$ cat config.mk
export PLATFORM = sky130hd
export DESIGN_NAME = sar_conv_seq
export DESIGN_NICKNAME = d
export VERILOG_FILES = /design/src/rtl/sar_seq_pkg.sv /design/src/rtl/sar_start_edge.sv /design/src/rtl/sar_seq_core.sv /design/src/rtl/sar_idle_watch.sv /design/src/rtl/sar_conv_seq.sv
export SDC_FILE = /design/constraint.sdc
export NUM_CORES = 1
export LEC_CHECK = 0
export ABC_AREA = 1
export BUFFER_PORTS_ARGS = -buffer_cell sky130_fd_sc_hd__buf_2
export CAP_MARGIN = 20
export CORE_AREA = 2 2 100 63
export CTS_CLUSTER_DIAMETER = 50
export DETAILED_ROUTE_END_ITERATION = 10
export DIE_AREA = 0 0 102 65
export PLACE_DENSITY = 0.88
export SKIP_CTS_REPAIR_TIMING = 1
export SYNTH_ARGS = -nofsm -noshare
export SYNTH_HDL_FRONTEND = slang
export SYNTH_SLANG_ARGS = --single-unit
$ cat constraint.sdc
create_clock -name clk -period 4.4 [get_ports clk]
set_clock_uncertainty 0.1 [all_clocks]
set_input_delay 0.22 -clock clk [delete_from_list [all_inputs] [get_ports clk]]
set_output_delay 0.22 -clock clk [all_outputs]
set_load 0.05 [all_outputs]
$ cat src/rtl/sar_seq_pkg.sv
package sar_seq_pkg;

  typedef enum logic [1:0] {
    SQ_IDLE = 2'd0,
    SQ_CONV = 2'd1,
    SQ_ACQ  = 2'd2
  } sq_state_e;

  // Round a window given in nanoseconds up to whole clock cycles.
  function automatic int unsigned ns_to_cyc(input int unsigned ns, input int unsigned clk_ps);
    longint unsigned num;
    num = longint'(ns) * 64'd1000 + longint'(clk_ps) - 64'd1;
    return 32'(num / longint'(clk_ps));
  endfunction

endpackage

$ cat src/rtl/sar_start_edge.sv
module sar_start_edge (
  input  logic clk,
  input  logic rst_n,
  input  logic start_n,
  output logic start_fall
);

  logic level_q;

  always_ff @(posedge clk or negedge rst_n) begin
    if (!rst_n) level_q <= 1'b1;
    else        level_q <= start_n;
  end

  assign start_fall = level_q & ~start_n;

endmodule

$ cat src/rtl/sar_seq_core.sv
module sar_seq_core
  import sar_seq_pkg::*;
#(
  parameter int unsigned RES_W = 18,
  parameter int unsigned WCONV = 34,
  parameter int unsigned WACQ  = 7,
  parameter int unsigned NCONV = 47,
  parameter int unsigned NACQ  = 10
) (
  input  logic             clk,
  input  logic             rst_n,
  input  logic             start_fall,
  input  logic             pwr_down,
  input  logic             warp_sel,
  input  logic             fmt_straight,
  input  logic [RES_W-1:0] sample_in,
  output logic             busy,
  output logic             start_ok,
  output logic             warp_last,
  output logic [RES_W-1:0] result
);

  localparam int unsigned MAX_CONV = (WCONV > NCONV) ? WCONV : NCONV;
  localparam int unsigned MAX_ACQ  = (WACQ > NACQ) ? WACQ : NACQ;
  localparam int unsigned MAX_WIN  = (MAX_CONV > MAX_ACQ) ? MAX_CONV : MAX_ACQ;
  localparam int unsigned CW       = $clog2(MAX_WIN + 1);

  localparam logic [CW-1:0] WCONV_L = CW'(WCONV - 1);
  localparam logic [CW-1:0] NCONV_L = CW'(NCONV - 1);
  localparam logic [CW-1:0] WACQ_L  = CW'(WACQ - 1);
  localparam logic [CW-1:0] NACQ_L  = CW'(NACQ - 1);

  sq_state_e        st_q;
  logic [CW-1:0]    cnt_q;
  logic             mode_q;
  logic             fmt_q;
  logic [RES_W-1:0] samp_q;
  logic [RES_W-1:0] res_q;
  logic [RES_W-1:0] res_d;

  // Two's complement view flips only the top bit.
  always_comb begin
    res_d = samp_q;
    if (!fmt_q) res_d[RES_W-1] = ~samp_q[RES_W-1];
  end

  assign start_ok = start_fall & (st_q == SQ_IDLE) & ~pwr_down;

  always_ff @(posedge clk or negedge rst_n) begin
    if (!rst_n) begin
      st_q   <= SQ_IDLE;
      cnt_q  <= '0;
      mode_q <= 1'b0;
      fmt_q  <= 1'b1;
      samp_q <= '0;
      res_q  <= '0;
    end else if (pwr_down) begin
      st_q  <= SQ_IDLE;
      cnt_q <= '0;
    end else begin
      unique case (st_q)
        SQ_IDLE: begin
          if (start_fall) begin
            st_q   <= SQ_CONV;
            cnt_q  <= warp_sel ? WCONV_L : NCONV_L;
            mode_q <= warp_sel;
            fmt_q  <= fmt_straight;
            samp_q <= sample_in;
          end
        end
        SQ_CONV: begin
          if (cnt_q == '0) begin
            st_q  <= SQ_ACQ;
            cnt_q <= mode_q ? WACQ_L : NACQ_L;
          end else begin
            cnt_q <= cnt_q - CW'(1);
          end
          if (cnt_q == CW'(1)) res_q <= res_d;
        end
        SQ_ACQ: begin
          if (cnt_q == '0) st_q <= SQ_IDLE;
          else             cnt_q <= cnt_q - CW'(1);
        end
        default: st_q <= SQ_IDLE;
      endcase
    end
  end

  assign busy      = (st_q == SQ_CONV);
  assign warp_last = mode_q;
  assign result    = res_q;

endmodule

$ cat src/rtl/sar_idle_watch.sv
module sar_idle_watch #(
  parameter int unsigned IDLE_CYC = 100000
) (
  input  logic clk,
  input  logic rst_n,
  input  logic start_ok,
  input  logic pwr_down,
  input  logic warp_last,
  output logic acc_warn
);

  localparam int unsigned TW = $clog2(IDLE_CYC + 1);
  localparam logic [TW-1:0] LIM = TW'(IDLE_CYC);

  logic [TW-1:0] tmr_q;
  logic          armed_q;
  logic          warn_q;

  always_ff @(posedge clk or negedge rst_n) begin
    if (!rst_n) begin
      tmr_q   <= '0;
      armed_q <= 1'b0;
      warn_q  <= 1'b0;
    end else if (pwr_down) begin
      tmr_q   <= '0;
      armed_q <= 1'b0;
    end else begin
      if (start_ok) begin
        armed_q <= 1'b1;
        tmr_q   <= '0;
      end else if (tmr_q != LIM) begin
        tmr_q <= tmr_q + TW'(1);
      end
      if (armed_q && warp_last && (tmr_q == LIM)) warn_q <= 1'b1;
    end
  end

  assign acc_warn = warn_q;

endmodule

$ cat src/rtl/sar_conv_seq.sv
module sar_conv_seq
  import sar_seq_pkg::*;
#(
  parameter int unsigned RES_W        = 18,
  parameter int unsigned CLK_PS       = 10000,
  parameter int unsigned WARP_CONV_NS = 340,
  parameter int unsigned WARP_ACQ_NS  = 70,
  parameter int unsigned NORM_CONV_NS = 465,
  parameter int unsigned NORM_ACQ_NS  = 100,
  parameter int unsigned WARP_IDLE_NS = 1000000
) (
  input  logic             clk,
  input  logic             rst_n,
  input  logic             start_n,
  input  logic             warp_sel,
  input  logic             fmt_straight,
  input  logic             pwr_down,
  input  logic [RES_W-1:0] sample_in,
  output logic             busy,
  output logic [RES_W-1:0] result,
  output logic             acc_warn
);

  localparam int unsigned WCONV    = ns_to_cyc(WARP_CONV_NS, CLK_PS);
  localparam int unsigned WACQ     = ns_to_cyc(WARP_ACQ_NS, CLK_PS);
  localparam int unsigned NCONV    = ns_to_cyc(NORM_CONV_NS, CLK_PS);
  localparam int unsigned NACQ     = ns_to_cyc(NORM_ACQ_NS, CLK_PS);
  localparam int unsigned IDLE_CYC = WARP_IDLE_NS * 1000 / CLK_PS;

  logic start_fall_w;
  logic start_ok_w;
  logic warp_last_w;

  sar_start_edge u_edge (
    .clk        (clk),
    .rst_n      (rst_n),
    .start_n    (start_n),
    .start_fall (start_fall_w)
  );

  sar_seq_core #(
    .RES_W (RES_W),
    .WCONV (WCONV),
    .WACQ  (WACQ),
    .NCONV (NCONV),
    .NACQ  (NACQ)
  ) u_core (
    .clk          (clk),
    .rst_n        (rst_n),
    .start_fall   (start_fall_w),
    .pwr_down     (pwr_down),
    .warp_sel     (warp_sel),
    .fmt_straight (fmt_straight),
    .sample_in    (sample_in),
    .busy         (busy),
    .start_ok     (start_ok_w),
    .warp_last    (warp_last_w),
    .result       (result)
  );

  sar_idle_watch #(
    .IDLE_CYC (IDLE_CYC)
  ) u_idle (
    .clk       (clk),
    .rst_n     (rst_n),
    .start_ok  (start_ok_w),
    .pwr_down  (pwr_down),
    .warp_last (warp_last_w),
    .acc_warn  (acc_warn)
  );

endmodule

==> Flow_metrics.wiki <==
{| class="wikitable"
! Metric !! Value
|-
| Status || complete, but fails checks
|-
| Failing checks || hold timing
|-
| Synthesized cell area || ~3200 sq um
|-
| Most common cell after layout, fill and taps aside || sky130_fd_sc_hd__nand2_1
|-
| First-pass GRT wire length || roughly 11000 microns
|-
| Remaining Overflow, GRT || 0
|-
| Number of I/O pins || 44
|-
| Final antenna diode count || 0
|-
| Worst flop-to-flop path startpoint || u_core.st_q[1]
|-
| Crit path arrival time || about 2.5 ns
|-
| Remaining antenna violation count after routing || 0
|-
| Reg2reg path depth || 8
|-
| Synthesized net count || around 400
|-
| Final Hold Fails || 64
|-
| Clock H-tree levels || 3
|-
| Ratio of cells with drive above 1 in the final layout || between 20% and 30%
|-
| Register-to-Register Setup Slack || approximately 2.1 ns
|-
| Total CTS buffers || 9
|-
| Pint || between 1 and 1.5 mW
|-
| Vias per inst || slightly above 5
|-
| DRC || 0
|-
| Maximum number of pins on one net before global-route repair || 67
|-
| FMAX || about 440 MHz
|-
| Setup crit end kind || register
|-
| Number of sinks driven by the clock tree || 66
|-
| Count of routing violations after the opening detailed-route iteration || 180
|-
| Fraction of power consumed by the clock network || about a quarter
|-
| Clock tree from TritonCTS || done
|-
| Area used by multi-input combinational logic || 1329 sq um
|-
| Leading cell types in the layout, fill and taps excluded || sky130_fd_sc_hd__nand2_1, sky130_fd_sc_hd__dfrtp_1, sky130_fd_sc_hd__inv_1, sky130_fd_sc_hd__buf_2, sky130_fd_sc_hd__nor2_1
|-
| Sequential fraction of design power || 37.5%
|-
| CP max FO || 33
|-
| Final standard cell utilization of the core || between 60% and 70%
|-
| Antenna violations before repair || 0
|-
| Count of max-cap constraint violations || 0
|-
| Timing endpoint of the critical path || u_core.result[16]
|-
| Aggregate global-route resource usage || roughly 22%
|-
| Routed wire length per instance || approximately 13 microns
|-
| Required time at the endpoint of the critical path || around 4.6 ns
|-
| P per Cell Area || about 630 nW/um^2
|-
| Maximum clock insertion buffer count || 2
|-
| Synth-to-Final Area Change || 17.48%
|-
| Number of vias after detailed routing || 2683
|-
| Sequential cell area in the final layout || 1654 sq um
|-
| HPWL after detailed placement || roughly 4700 microns
|-
| Power dissipated by switching net loads || around 1.0 mW
|-
| Max_slew headroom || between 40 and 50%
|-
| Number of filler instances in the final layout || approximately 470
|-
| Hold Path Class || input pin to async pin
|-
| Rows || 22
|-
| Starting density of the core || roughly 55%
|-
| Element type at the critical path start || register
|-
| Number of warnings printed during yosys synthesis || 0
|-
| Die Area || about 6600 sq um
|-
| Switching fraction of total power || about two fifths
|-
| Vias in the first global route || 2585
|-
| Synthesized instance count || 375
|-
| Horiz. Die Dim || a little over 100 microns
|-
| Final layout net count || approximately 460
|-
| Total of endpoints with negative setup slack in the final report || 0
|-
| Clk slew on worst S/H paths || about 0.070 ns
|-
| Total power draw || roughly 2.4 mW
|-
| Number of synthesized register bits || 66
|-
| Final Slew Violations || 0
|-
| Average footprint of a synthesized cell || about 8.6 sq um
|-
| Floorplan core area || between 5000 and 6000 sq um
|-
| Sum of negative setup slack || 0 ns
|-
| Worst setup path category || register to register
|-
| Root Buffer Master || sky130_fd_sc_hd__clkbuf_8
|-
| First-pass iteration count of the detailed router || 6
|-
| Register area share after synthesis || 51.24%
|-
| Final weighted congestion in routability-driven placement || about 0.98
|-
| Setup repair after global routing missed its margin || false
|-
| Post-synth cell types || 31
|-
| Final min period || between 2 and 2.5 ns
|-
| Number of buffers added on ports || 43
|-
| Worst R2R End || u_core.result[16]
|-
| Total leakage power || approximately 2.0 nW
|-
| Insertion delay of the later-clocked pin in the worst-skew pair || ~0.34 ns
|-
| Total Wirelength || about 6800 microns
|-
| Comb pwr share || 38.6%
|-
| Ratio of final minimum period to clock period || between 50 and 60%
|-
| Measured slew at the worst slew-check pin || between 0.8 and 0.9 ns
|-
| Hold WS || -0.05473 ns
|-
| Worst IR Drop VDD || 380.1 uV
|-
| Die Y-Extent || around 65 microns
|-
| Critical Path Source || u_core.st_q[1]
|}
stage by stage:
step                      area, sq um  worst slack, ns  std cells
after CTS                        3742            2.133        512
after global routing             3792            1.909        517
after global placement           3516            2.360        496
final                            3792            2.137        517
after detailed placement         3516            2.197        496
after floorplan                  3228            2.474        375
final cells by class:
type / instances / area share [%]
timing repair buffer: 49 / 7.192
sequential: 66 / 43.62
tap: 84 / 2.771
multi-input combinational: 248 / 35.04
clock inverter: 6 / 2.342
clock buffer: 10 / 3.629
inverter: 54 / 5.411
power by group through the flow:
stage | clock network, mW | registers (mW) | logic [mW]
finish | 0.573 | 0.902 | 0.929
global route | 0.618 | 0.918 | 1.03
CTS | 0.586 | 0.900 | 0.925
detailed placement | 0 | 0.908 | 0.913
global placement | 0 | 0.903 | 0.872
floorplan | 0 | 1.11 | 0.484
flip-flops by register name (all words and copies together), names as in the netlist:
| signal | cells |
|---|---|
| u_core.result | 18 |
| u_core.samp_q | 18 |
| u_idle.tmr_q | 17 |
| u_core.cnt_q | 6 |
| u_core.st_q | 2 |
| u_core.fmt_q | 1 |
| u_core.warp_last | 1 |
| u_edge.level_q | 1 |
| u_idle.acc_warn | 1 |
| u_idle.armed_q | 1 |
critical path, stage by stage (launching register included):
cell and delay [ns]:
sky130_fd_sc_hd__dfrtp_1 0.39, sky130_fd_sc_hd__inv_1 0.12, sky130_fd_sc_hd__ha_1 0.26, sky130_fd_sc_hd__inv_1 0.10, sky130_fd_sc_hd__nor2_2 0.17, sky130_fd_sc_hd__nand4_2 0.59, sky130_fd_sc_hd__inv_1 0.32, sky130_fd_sc_hd__nand2_1 0.09
sky130_fd_sc_hd__nand2_1 0.06
synth_stat cells, drive strengths merged:
library cell	n	area (sq um)
ha	9	112.6
xor2	2	17.52
nand3	14	85.08
o21ai	30	150.1
dfstp	2	52.55
xnor2	1	8.760
nand4	12	81.33
and2	1	6.260
nor3b	1	12.51
clkinv	1	3.750
a21oi	29	145.1
mux2	6	67.56
nor3	6	52.55
o31ai	2	15.01
buf	7	40.03
nor2	43	193.9
nand2	91	374.1
dfrtp	64	1602
inv	53	201.5
or2	1	6.260
logic make-up after synthesis:
group / after synthesis / share of synthesized area, %
flip-flops: 66 / 51.24
adder cells (fa/ha/maj): 9 / 3.488
AND/OR/NAND/NOR: 169 / 25.16
buffers and inverters: 61 / 7.597
XOR/XNOR: 3 / 0.8141
AO/OA/AOI/OAI: 61 / 9.612
multiplexers: 6 / 2.093
how the worst min path moves through the flow:
stage | start | end | slack (ns) | cells after the start
5_1_grt | sample_in[15] | u_core.samp_q[15] | 0.0003 | 2
3_5_place_dp | start_n | u_edge.level_q | 0.25 | 1
6_report | rst_n | u_idle.tmr_q[5] | -0.05 | 2
4_1_cts | start_n | u_edge.level_q | -0.12 | 1
2_1_floorplan | rst_n | u_core.cnt_q[0] | -0.18 | 0
3_3_place_gp | start_n | u_edge.level_q | 0.24 | 1
layer usage:
layer	global-route usage, %	part of all wire (%)	wire length (microns)	vias up
met5	0	0	0	-
met1	28.04	44	2965	1262
li1	-	-	-	1304
met4	7.167	2.0	137	0
met2	35.03	47	3224	94
met3	8.306	7.0	478	23
Note: power is estimated with default switching activity, not from simulation.
